### src/rtl/sst_pkg.sv
package sst_pkg;
  localparam int DATA_W = 8;
  localparam int WORD_W = DATA_W + 1;
  localparam int CNT_W  = $clog2(WORD_W + 1);

  typedef struct packed {
    logic              ext;
    logic [DATA_W-1:0] data;
  } word_t;
endpackage

### src/rtl/sst_sck_sync.sv
module sst_sck_sync #(
  parameter int STAGES = 2
) (
  input  logic clk_i,
  input  logic rst_ni,
  input  logic sck_i,
  input  logic pol_i,
  output logic drv_edge_o
);
  localparam int LAST = STAGES;

  logic [LAST:0] q;

  always_ff @(posedge clk_i or negedge rst_ni) begin
    if (!rst_ni) q[0] <= 1'b0;
    else         q[0] <= sck_i;
  end

  for (genvar g = 1; g <= LAST; g++) begin : g_chain
    always_ff @(posedge clk_i or negedge rst_ni) begin
      if (!rst_ni) q[g] <= 1'b0;
      else         q[g] <= q[g-1];
    end
  end

  logic cur, prev;
  assign cur  = q[LAST-1];
  assign prev = q[LAST];

  // pol 1: rising edge drives, pol 0: falling edge drives
  assign drv_edge_o = pol_i ? (cur & ~prev) : (~cur & prev);
endmodule

### src/rtl/sst_hold.sv
module sst_hold
  import sst_pkg::*;
(
  input  logic  clk_i,
  input  logic  rst_ni,
  input  logic  clr_i,
  input  logic  cap_i,
  input  logic  take_i,
  input  word_t word_i,
  output word_t word_o,
  output logic  full_o
);
  always_ff @(posedge clk_i or negedge rst_ni) begin
    if (!rst_ni) begin
      full_o <= 1'b0;
      word_o <= '0;
    end else if (clr_i) begin
      full_o <= 1'b0;
      word_o <= '0;
    end else if (cap_i) begin
      full_o <= 1'b1;
      word_o <= word_i;
    end else if (take_i) begin
      full_o <= 1'b0;
    end
  end
endmodule

### src/rtl/sst_shifter.sv
module sst_shifter
  import sst_pkg::*;
(
  input  logic  clk_i,
  input  logic  rst_ni,
  input  logic  clr_i,
  input  logic  load_i,
  input  word_t word_i,
  input  logic  len9_i,
  input  logic  adv_i,
  output logic  bit_o,
  output logic  busy_o,
  output logic  done_o
);
  logic [WORD_W-1:0] sh_q;
  logic [CNT_W-1:0]  cnt_q;
  logic [CNT_W-1:0]  last_q;
  logic              at_last;

  assign at_last = (cnt_q == last_q);
  assign done_o  = adv_i & busy_o & at_last;
  assign bit_o   = sh_q[0];

  always_ff @(posedge clk_i or negedge rst_ni) begin
    if (!rst_ni) begin
      sh_q   <= '0;
      cnt_q  <= '0;
      last_q <= '0;
      busy_o <= 1'b0;
    end else if (clr_i) begin
      sh_q   <= '0;
      cnt_q  <= '0;
      busy_o <= 1'b0;
    end else if (load_i) begin
      sh_q   <= word_i;
      cnt_q  <= '0;
      last_q <= len9_i ? CNT_W'(WORD_W - 1) : CNT_W'(DATA_W - 1);
      busy_o <= 1'b1;
    end else if (adv_i && busy_o) begin
      if (at_last) begin
        busy_o <= 1'b0;
      end else begin
        sh_q  <= {1'b0, sh_q[WORD_W-1:1]};
        cnt_q <= cnt_q + 1'b1;
      end
    end
  end
endmodule

### src/rtl/sst_tx.sv
module sst_tx
  import sst_pkg::*;
#(
  parameter int SYNC_STAGES = 2
) (
  input  logic              clk_i,
  input  logic              rst_ni,
  input  logic              sck_i,
  output logic              sdo_o,
  output logic              sdo_oe_o,
  input  logic [DATA_W-1:0] wr_data_i,
  input  logic              wr_data_en_i,
  input  logic              wr_bit9_i,
  input  logic              wr_bit9_en_i,
  input  logic              sync_mode_i,
  input  logic              clk_master_i,
  input  logic              rx_single_i,
  input  logic              rx_cont_i,
  input  logic              port_en_i,
  input  logic              tx_en_i,
  input  logic              len9_i,
  input  logic              clk_pol_i,
  input  logic              irq_en_i,
  output logic              buf_empty_o,
  output logic              shreg_empty_o,
  output logic              irq_o
);
  logic  gate_ok, drv_edge, sh_busy, sh_done, sh_bit, sh_load;
  logic  hold_full, hold_cap, load_hold, load_wr, bit9_q;
  word_t hold_word, wr_word, sh_word;

  assign gate_ok = sync_mode_i & ~clk_master_i & ~rx_single_i & ~rx_cont_i
                 & port_en_i & tx_en_i;

  always_ff @(posedge clk_i or negedge rst_ni) begin
    if (!rst_ni)           bit9_q <= 1'b0;
    else if (wr_bit9_en_i) bit9_q <= wr_bit9_i;
  end

  assign wr_word = '{ext: bit9_q, data: wr_data_i};

  sst_sck_sync #(.STAGES(SYNC_STAGES)) u_sync (
    .clk_i      (clk_i),
    .rst_ni     (rst_ni),
    .sck_i      (sck_i),
    .pol_i      (clk_pol_i),
    .drv_edge_o (drv_edge)
  );

  // held word wins at handoff; a fresh write goes straight in only if the shifter frees up
  assign load_hold = gate_ok & sh_done & hold_full;
  assign load_wr   = gate_ok & wr_data_en_i & (~sh_busy | (sh_done & ~hold_full));
  assign hold_cap  = gate_ok & wr_data_en_i & ~load_wr;
  assign sh_load   = load_hold | load_wr;
  assign sh_word   = load_hold ? hold_word : wr_word;

  sst_hold u_hold (
    .clk_i  (clk_i),
    .rst_ni (rst_ni),
    .clr_i  (~gate_ok),
    .cap_i  (hold_cap),
    .take_i (load_hold),
    .word_i (wr_word),
    .word_o (hold_word),
    .full_o (hold_full)
  );

  sst_shifter u_shift (
    .clk_i  (clk_i),
    .rst_ni (rst_ni),
    .clr_i  (~gate_ok),
    .load_i (sh_load),
    .word_i (sh_word),
    .len9_i (len9_i),
    .adv_i  (drv_edge),
    .bit_o  (sh_bit),
    .busy_o (sh_busy),
    .done_o (sh_done)
  );

  assign sdo_oe_o      = gate_ok;
  assign sdo_o         = sh_busy ? sh_bit : 1'b1;
  assign buf_empty_o   = ~hold_full;
  assign shreg_empty_o = ~sh_busy;
  assign irq_o         = buf_empty_o & irq_en_i;
endmodule

### config.mk
export PLATFORM = sky130hd
export DESIGN_NAME = sst_tx
export DESIGN_NICKNAME = d
export VERILOG_FILES = /design/src/rtl/sst_pkg.sv /design/src/rtl/sst_sck_sync.sv /design/src/rtl/sst_hold.sv /design/src/rtl/sst_shifter.sv /design/src/rtl/sst_tx.sv
export SDC_FILE = /design/constraint.sdc
export NUM_CORES = 1
export LEC_CHECK = 0
export BUFFER_PORTS_ARGS = -buffer_cell sky130_fd_sc_hd__buf_2
export CORE_MARGIN = 2
export CORE_UTILIZATION = 49
export DETAILED_ROUTE_END_ITERATION = 12
export GPL_TIMING_DRIVEN = 0
export PLACE_DENSITY = 0.82
export SLEW_MARGIN = 20
export SYNTH_ARGS = -nofsm -noshare
export SYNTH_HDL_FRONTEND = slang
export SYNTH_SLANG_ARGS = --single-unit
### constraint.sdc
create_clock -name clk_i -period 1.9 [get_ports clk_i]
set_clock_uncertainty 0.15 [all_clocks]
set_input_delay 0.285 -clock clk_i [delete_from_list [all_inputs] [get_ports clk_i]]
set_output_delay 0.285 -clock clk_i [all_outputs]
set_load 0.02 [all_outputs]
Yosys cells after proc, flatten, opt, wreduce, memory -nomap -nowiden
Cells that the tools add are included.

storage, ports and cells
  memories kept = 0
  bits in latches = 0
  bits in registers = 32
  ROM bits = 0
  word-level logic and storage cells = 69
  output and inout port bits = 5
  input bits = 23
  RAM bits = 0

operators by class
  divide/modulo/power cells = 0
  shifts and indexed selects = 0
  bitwise operators = 26
  $mul = 0
  multiplexer cells = 21
  magnitude comparators = 0
  reductions and logical operators = 4
  equality and inequality tests = 6
  add/sub/neg operators = 1

operators with widths
  cell                                                              count
  9-bit two-way mux                                                 7
  4-bit two-way mux                                                 5
  1-bit bitwise AND                                                 16
  1-bit two-way mux                                                 9
  3-bit by 1-bit != test with 1-bit output (second input constant)  3
  1-bit NOT                                                         8
  2-bit AND reduction                                               3
  4-bit by 1-bit adder with 4-bit output (second input constant)    1
  4-bit == test                                                     1
  3-bit != test (second input constant)                             1
  2-bit by 1-bit != test with 1-bit output (second input constant)  1
  1-bit OR                                                          2
  1-bit logical AND                                                 1

Logic depth before layout (Yosys ltp)
Gate-level depths: netlist of run 1.

  depth after elaboration = 12
  gate-level depth with buffers = 7
  gate-level depth less buffers = 5

Hierarchy
From an unflattened synthesis of run 1, not the netlist that was laid out.

unflattened totals
  cell total of the unflattened synthesis = 137
  area total of the unflattened synthesis = 1587.8 um^2

modules (own cells, without submodules)
  module        cells each  seq. area each (um^2)  area each (um^2)  times used
  sst_shifter   71          400.4                  824.5             1
  sst_hold      33          250.2                  405.4             1
  sst_tx        27          25.0                   260.2             1
  sst_sck_sync  6           75.1                   97.6              1

Least setup slack after synthesis of run 1
Ideal clock, no wire load.

  kind = flip-flop to flip-flop
  start point = register u_shift.cnt_q[0]
  end point = register u_shift.last_q[3]
  setup slack = -0.041 ns
  arrival time = 1.664 ns
  clock period less this slack = 1.941 ns
  path buffers = 0
  required time = 1.623 ns
  library setup time = 0.127 ns
  cell stages (with the launch flop) = 6
  cells stage by stage = dfrtp_1 -> nor4_4 -> o21a_4 -> a21oi_2 -> or3b_4 -> mux2_1

between the ends
  word-level cells in the longest chain between the ends = 7
  elaborated cells on any way between the ends = 9
  those cells by class = eq/ne (1); bitwise (7); reduce/logical (1)

RTL lines
  item                               RTL line           text
  start: declaration                 sst_shifter.sv:16  logic [CNT_W-1:0] cnt_q;
  start signal: assignment           sst_shifter.sv:44  cnt_q <= cnt_q + 1'b1;
  4-bit == test (*)                  sst_shifter.sv:20  assign at_last = (cnt_q == last_q);
  1-bit bitwise AND (*)              sst_shifter.sv:21  assign done_o = adv_i & busy_o & at_last;
  1-bit bitwise AND                  sst_tx.sv:52       assign load_wr = gate_ok & wr_data_en_i & (~sh_busy | (sh_done & ~hold_full));
  1-bit OR                           sst_tx.sv:52
  1-bit bitwise AND                  sst_tx.sv:52
  1-bit OR (*)                       sst_tx.sv:54       assign sh_load = load_hold | load_wr;
  2-bit AND reduction (no line) (*)  --
  end signal: assignment             sst_shifter.sv:37  last_q <= len9_i ? CNT_W'(WORD_W - 1) : CNT_W'(DATA_W - 1);
  end: declaration                   sst_shifter.sv:17  logic [CNT_W-1:0] last_q;

Mark *: on every way between the ends. The rest lies on a longest branch, timed or not.
A chain may end at the register's enable or synchronous reset.

Final worst setup path of run 1
  start point = register u_shift.cnt_q[0]
  end point = register u_shift.sh_q[5]

between the ends
  word-level cells in the longest chain between the ends = 8
  elaborated cells on any way between the ends = 14
  those cells by class = eq/ne (3); mux (3); bitwise (7); reduce/logical (1)

RTL lines
  item                                                                RTL line           text
  4-bit == test (*)                                                   sst_shifter.sv:20
  1-bit bitwise AND                                                   sst_shifter.sv:21
  1-bit bitwise AND                                                   sst_tx.sv:52
  1-bit OR                                                            sst_tx.sv:52
  1-bit bitwise AND                                                   sst_tx.sv:52
  1-bit OR                                                            sst_tx.sv:54
  3-bit != test (no line) (tied with other cells)                     --
  2-bit AND reduction (no line) or 9-bit two-way mux (tied branches)  --
  end signal: assignment                                              sst_shifter.sv:35  sh_q <= word_i;
  end signal: assignment                                              sst_shifter.sv:43  sh_q <= {1'b0, sh_q[WORD_W-1:1]};
  end: declaration                                                    sst_shifter.sv:15  logic [WORD_W-1:0] sh_q;

Marked as above.

==> flow_summary.json, run 1 <==
{
  "overflow": 0,
  "worst_setup_path_end_kind": "register",
  "start_kind": "register",
  "drt_first_iter_violations": 41,
  "finish.utilization": 0.678,
  "via_per_inst": 5.23,
  "dp_hpwl_um": 2250,
  "cp_max_fo": 4,
  "mappedNetlistArea_mm2": 0.00155,
  "required_ns": 1.97,
  "crit_arrival_ns": 2.20,
  "syn_to_final_growth_pct": 32.0,
  "synth-seq-cells": 30,
  "routed_wl_um": 3660,
  "p_leak_nw": 0.933,
  "min_period_over_period": 1.12,
  "clock.fmax_ghz": 0.470,
  "io_buffers": 27,
  "cellPowerDensity_mw_per_mm2": 634,
  "drcViolationCount": 0,
  "dp_cells": 219,
  "grt_use_total": 0.235,
  "synthCells": 148,
  "finalSetupViolCount": 23,
  "die_y_um": 60.3,
  "dp_slack_ns": -0.263,
  "synth_edf_count": 0,
  "synth.distinct_cells": 40,
  "initial_core_util": 0.513,
  "worstSetupPathType": "register to register",
  "clk_pin_slew_ns": 0.10,
  "grt_pass1_vias": 1334,
  "dr.pass1.iters": 5,
  "nFillCells": 242,
  "cts_made_buffers": 5,
  "die_w_um": 60.3,
  "cts_buffer_depth": 2,
  "cts_tree": "built",
  "cts.sinks": 30,
  "relSlewSlack": 0.548,
  "violations": "negative setup slack",
  "yosysWarnings": 0,
  "final-hold-violation-count": 0,
  "vdd_drop_max_uv": 553,
  "h-tree-depth": 2,
  "fin_ws_ns": -0.228,
  "postRouteAntennaNets": 0,
  "async_flop_share": 1.00,
  "layoutNonFillerInstCount": 243,
  "layout-drive-gt1-share": 0.362,
  "rsz0062_at_grt": "yes",
  "hold_path_class": "primary input to register",
  "antenna_found_initial": 0,
  "synth_top_flop_cell": "dfrtp_1",
  "fin_crit_ns": 2.13,
  "synth.avg_cell_area_um2": 10.5,
  "grt_max_degree": 31,
  "avgRoutedWirePerCell_um": 15.1,
  "gp_congestion": 0.826,
  "dieArea_mm2": 0.00364,
  "ios": 28,
  "clock_tree.root_cell": "clkbuf_4",
  "worst_pin_slew_ns": 0.679,
  "vias": 1270,
  "final_max_slew_viol_count": 0,
  "num_antenna_cells": 0,
  "grt_pass1_wl_um": 6070,
  "cap_violations": 0,
  "fin_nets": 222,
  "clk_latency_ns": 0.33,
  "coreArea_mm2": 0.00303,
  "seq_area_frac_synth": 0.483,
  "rows": 20,
  "status": "finished, violations left",
  "synth_fp_nets": 172
}
-- state kept, by name, indices dropped and copies added, names as in the netlist --
name            flops
u_sync.cur          1
u_shift.sh_q        9
u_sync.prev         1
u_shift.cnt_q       4
u_hold.word_o       9
u_shift.busy_o      1
u_hold.full_o       1
u_sync.q            1
u_shift.last_q      2
bit9_q              1
-- final cells by class --
type	count	area, um^2	area share
tap	44	55.1	0.0268
timing repair buffer	44	287	0.140
buffer	6	52.6	0.0256
multi-input combinational	90	752	0.366
inverter	21	78.8	0.0384
sequential	30	752	0.366
clock inverter	1	30.0	0.0146
clock buffer	7	45.0	0.0220
-- report_power, final --
part | switching (mW) | internal [mW] | total, mW
Combinational | 0.0700 | 0.0687 | 0.139
Sequential | 0.0102 | 0.649 | 0.660
Clock | 0.224 | 0.279 | 0.503
Total | 0.304 | 0.997 | 1.30
-- kinds of logic after synthesis --
family	count (synthesis)	synth area share
compound gates	20	0.109
mux	21	0.136
flops	30	0.483
fa+ha+maj	1	0.00805
buf+inv	28	0.0765
xor+xnor	4	0.0225
simple gates	44	0.165
-- synthesized netlist by cell type (2+ instances only) --
cell type / n / area share
o221ai_1: 8 / 0.045
o21ai_0: 2 / 0.0064
mux2i_1: 20 / 0.13
nand4_1: 2 / 0.0081
xnor2_1: 2 / 0.011
and3_1: 2 / 0.0081
inv_1: 21 / 0.051
nor2_1: 4 / 0.0097
nand3_1: 2 / 0.0064
o21ai_2: 2 / 0.011
clkbuf_1: 2 / 0.0048
xor2_1: 2 / 0.011
buf_2: 2 / 0.0064
dfrtp_1: 30 / 0.48
nand2_1: 22 / 0.053
-- routing by layer --
layer / global-route usage / vias up / wire, um
met5: 0 / - / 0
met4: 0.114 / 0 / 77
met3: 0.0693 / 9 / 131
met2: 0.394 / 31 / 1920
met1: 0.274 / 619 / 1530
li1: - / 611 / -
-- worst max-delay path, stage by stage (launching register included) --
cell and delay [ns]:
dfrtp_2 0.43, nor4_4 0.39, o21ai_4 0.13, nor4b_4 0.28, buf_4 0.18, buf_6 0.13
mux2i_2 0.22, o221ai_2 0.11
-- worst paths after layout --
kind,start,to,slack (ns),cells past startpoint
min in group asynchronous,rst_ni,u_hold.word_o[4]$_DFFE_PN0P_,0.37,2
hold / removal,wr_data_i[3],u_hold.word_o[3]$_DFFE_PN0P_,0.04,3
max in group asynchronous,rst_ni,u_shift.cnt_q[0]$_DFFE_PN0P_,0.75,2
setup reg to reg,u_shift.cnt_q[0]$_DFFE_PN0P_,u_shift.sh_q[5]$_DFFE_PN0P_,-0.23,7
setup / recovery,u_shift.cnt_q[0]$_DFFE_PN0P_,u_shift.sh_q[5]$_DFFE_PN0P_,-0.23,7
hold reg to reg,u_sync.q[0]$_DFF_PN0_,u_sync.cur$_DFF_PN0_,0.20,0
-- layout by cell type, fill, tap and decap left out, types with 2 or more instances in the layout --
| master | n |
|---|---|
| nand2_1 | 21 |
| mux2i_1 | 17 |
| dlygate4sd3_1 | 5 |
| buf_4 | 10 |
| buf_6 | 5 |
| inv_1 | 21 |
| o221ai_1 | 7 |
| mux2i_2 | 3 |
| clkbuf_4 | 5 |
| buf_2 | 28 |
| nand4_1 | 2 |
| nor2_1 | 4 |
| clkbuf_1 | 3 |
| dfrtp_1 | 29 |
| xor2_1 | 2 |
-- per-stage QoR --
step | TNS [ns] | power (mW) | cell area (um^2) | hold slack, ns
2_1_floorplan | -0.0258 | 0.727 | 1560 | -0.161
3_3_place_gp | -1.64 | 0.772 | 1750 | 0.181
3_5_place_dp | -3.46 | 0.780 | 1750 | 0.186
4_1_cts | -2.38 | 1.30 | 2000 | 0.0274
5_1_grt | -5.12 | 1.35 | 2050 | 0.0395
6_report | -2.91 | 1.30 | 2050 | 0.0366
-- repair_timing --
action	4_1_cts	5_1_grt
resized for setup	15	12
cloned	3	0
hold buffers	5	0
endpoints found under the hold margin	33	0
pin swaps	6	7
endpoints found under the setup margin	23	27
buffers inserted	7	2
No activity file was read; power rests on OpenSTA's default activity.
==> run 2, diff against run 1 <==
--- a/config.mk
+++ b/config.mk
@@ -9,7 +9,6 @@
 export CORE_MARGIN = 2
 export CORE_UTILIZATION = 49
 export DETAILED_ROUTE_END_ITERATION = 12
-export GPL_TIMING_DRIVEN = 0
 export PLACE_DENSITY = 0.82
 export SLEW_MARGIN = 20
 export SYNTH_ARGS = -nofsm -noshare
==> run 2 against run 1 <==
Compared with the run above:
- worst hold slack worse by 0.027 ns
- flip-flop and latch count stayed put
- largest power group unchanged
- sequential power hardly changed
- the run still ends with negative setup slack left
- sequential share of layout area is 0.59 points higher
==> flow_summary.json, run 2 (synthesis results as in run 1) <==
{
  "status": "finished, violations left",
  "violations": "negative setup slack",
  "r2r_slack_ns": -0.20,
  "die_w_um": 60.3,
  "wl_met2_um": 1770,
  "rows": 20,
  "dp_hpwl_um": 2200,
  "crit_arrival_ns": 2.16,
  "clk_pin_slew_ns": 0.10,
  "worst_setup_path_end_kind": "register",
  "cap_violations": 0,
  "grt_pass1_vias": 1220,
  "ios": 28,
  "coreArea_mm2": 0.00303,
  "avgRoutedWirePerCell_um": 13.7,
  "place_area_mm2": 0.00182,
  "hold_slack_ns": 0.00948,
  "drt_first_iter_violations": 34,
  "clock_tree.root_cell": "clkbuf_4",
  "grt_use_total": 0.208,
  "final_common_cell": "dfrtp_1",
  "min_period_over_period": 1.10,
  "fin_nets": 223,
  "final-hold-violation-count": 0,
  "vdd_drop_max_uv": 397,
  "grt_max_degree": 31,
  "layout_common_cells": "dfrtp_1, buf_2, nand2_1",
  "clock.fmax_ghz": 0.477,
  "dieArea_mm2": 0.00364,
  "dp_cells": 225,
  "final_max_slew_viol_count": 0,
  "top_layer_used": "met4",
  "fin_ws_ns": -0.196,
  "start_kind": "register",
  "initial_core_util": 0.513,
  "cts_buffer_depth": 2,
  "rsz0062_at_grt": "yes",
  "die_y_um": 60.3,
  "drcViolationCount": 0,
  "met1Wirelength_um": 1450,
  "antenna_found_initial": 0,
  "hold_path_class": "primary input to register",
  "worstSetupPathType": "register to register",
  "io_buffers": 27,
  "worst_pin_slew_ns": 0.666,
  "required_ns": 1.96,
  "gp_congestion": 0.827,
  "reg2reg_depth": 6,
  "cts_tree": "built",
  "overflow": 0,
  "routed_wl_um": 3350,
  "cts_made_buffers": 5,
  "p_leak_nw": 0.932,
  "via_per_inst": 5.00,
  "startpoint": "u_shift.cnt_q[2]$_DFFE_PN0P_",
  "h-tree-depth": 2,
  "postRouteAntennaNets": 0,
  "vias": 1219,
  "clk_latency_ns": 0.34,
  "largestRegisters": "u_hold.word_o x9, u_shift.sh_q x9, u_shift.cnt_q x4",
  "cp_max_fo": 5,
  "crit_end": "u_shift.sh_q[7]$_DFFE_PN0P_",
  "grt_pass1_wl_um": 5460,
  "tns_ns": -2.83,
  "layout-drive-gt1-share": 0.355,
  "wl_met3_um": 105,
  "layoutNonFillerInstCount": 244,
  "fin_crit_ns": 2.10,
  "reg2reg_to": "u_shift.sh_q[7]$_DFFE_PN0P_",
  "num_antenna_cells": 0,
  "relSlewSlack": 0.556,
  "finalSetupViolCount": 22,
  "final_area_mm2": 0.00202,
  "cts.sinks": 30,
  "rr_startpoint": "u_shift.cnt_q[2]$_DFFE_PN0P_",
  "dr.pass1.iters": 4,
  "syn_to_final_growth_pct": 30.0,
  "cellPowerDensity_mw_per_mm2": 592
}
[run 2: critical path: stages (launching register included)]
cell and delay, ns:
dfrtp_2 0.45, nor4_4 0.31, o21ai_2 0.14, nor4b_4 0.38, buf_6 0.20, mux2i_2 0.21, o221ai_1 0.13
[run 2: where the power goes]
part           switching [mW]  internal [mW]  total [mW]
clock network           0.235          0.178       0.412
logic                  0.0615         0.0627       0.124
registers             0.00978          0.649       0.659
total                   0.306          0.890        1.20
[run 2: repair_timing]
item                                   4_1_cts  5_1_grt
cloned                                       1        1
hold buffers                                 4        0
endpoints found under the hold margin       33        0
pin swaps                                    6        8
resized for setup                            7        3
setup buffers                                1        4
setup endpoints to repair                   20       21
[run 2: layout make-up]
class	instances	area (um^2)
Clock buffer	6	51.3
Clock inverter	2	12.5
Fill cell	237	1010
Inverter	21	78.8
Multi-Input combinational cell	90	707
Sequential cell	30	752
Tap cell	44	55.1
Timing Repair Buffer	51	363
[run 2: per-stage QoR]
stage	setup slack, ns	utilization	total power, mW
detailed placement	-0.155	0.600	0.784
CTS	-0.0916	0.645	1.20
global route	-0.317	0.667	1.25
finish	-0.196	0.667	1.20
floorplan	-0.0135	-	0.727
global placement	-0.0572	0.600	0.778
[run 2: worst min-delay path by stage]
stage / start / cells past startpoint / slack, ns / to
final: wr_bit9_i / 3 / 0.009 / bit9_q$_DFFE_PN0P_
after global routing: wr_bit9_i / 3 / 0.02 / bit9_q$_DFFE_PN0P_
after CTS: wr_bit9_i / 3 / 0.005 / bit9_q$_DFFE_PN0P_
after detailed placement: u_sync.q[0]$_DFF_PN0_ / 0 / 0.19 / u_sync.cur$_DFF_PN0_
after global placement: u_sync.q[0]$_DFF_PN0_ / 0 / 0.18 / u_sync.cur$_DFF_PN0_
after floorplan: rst_ni / 0 / -0.16 / bit9_q$_DFFE_PN0P_
[run 2: layer usage]
layer	global-route usage	up-vias
met5	0	-
met4	0.0635	0
met3	0.0671	2
met2	0.345	19
met1	0.260	580
li1	-	618
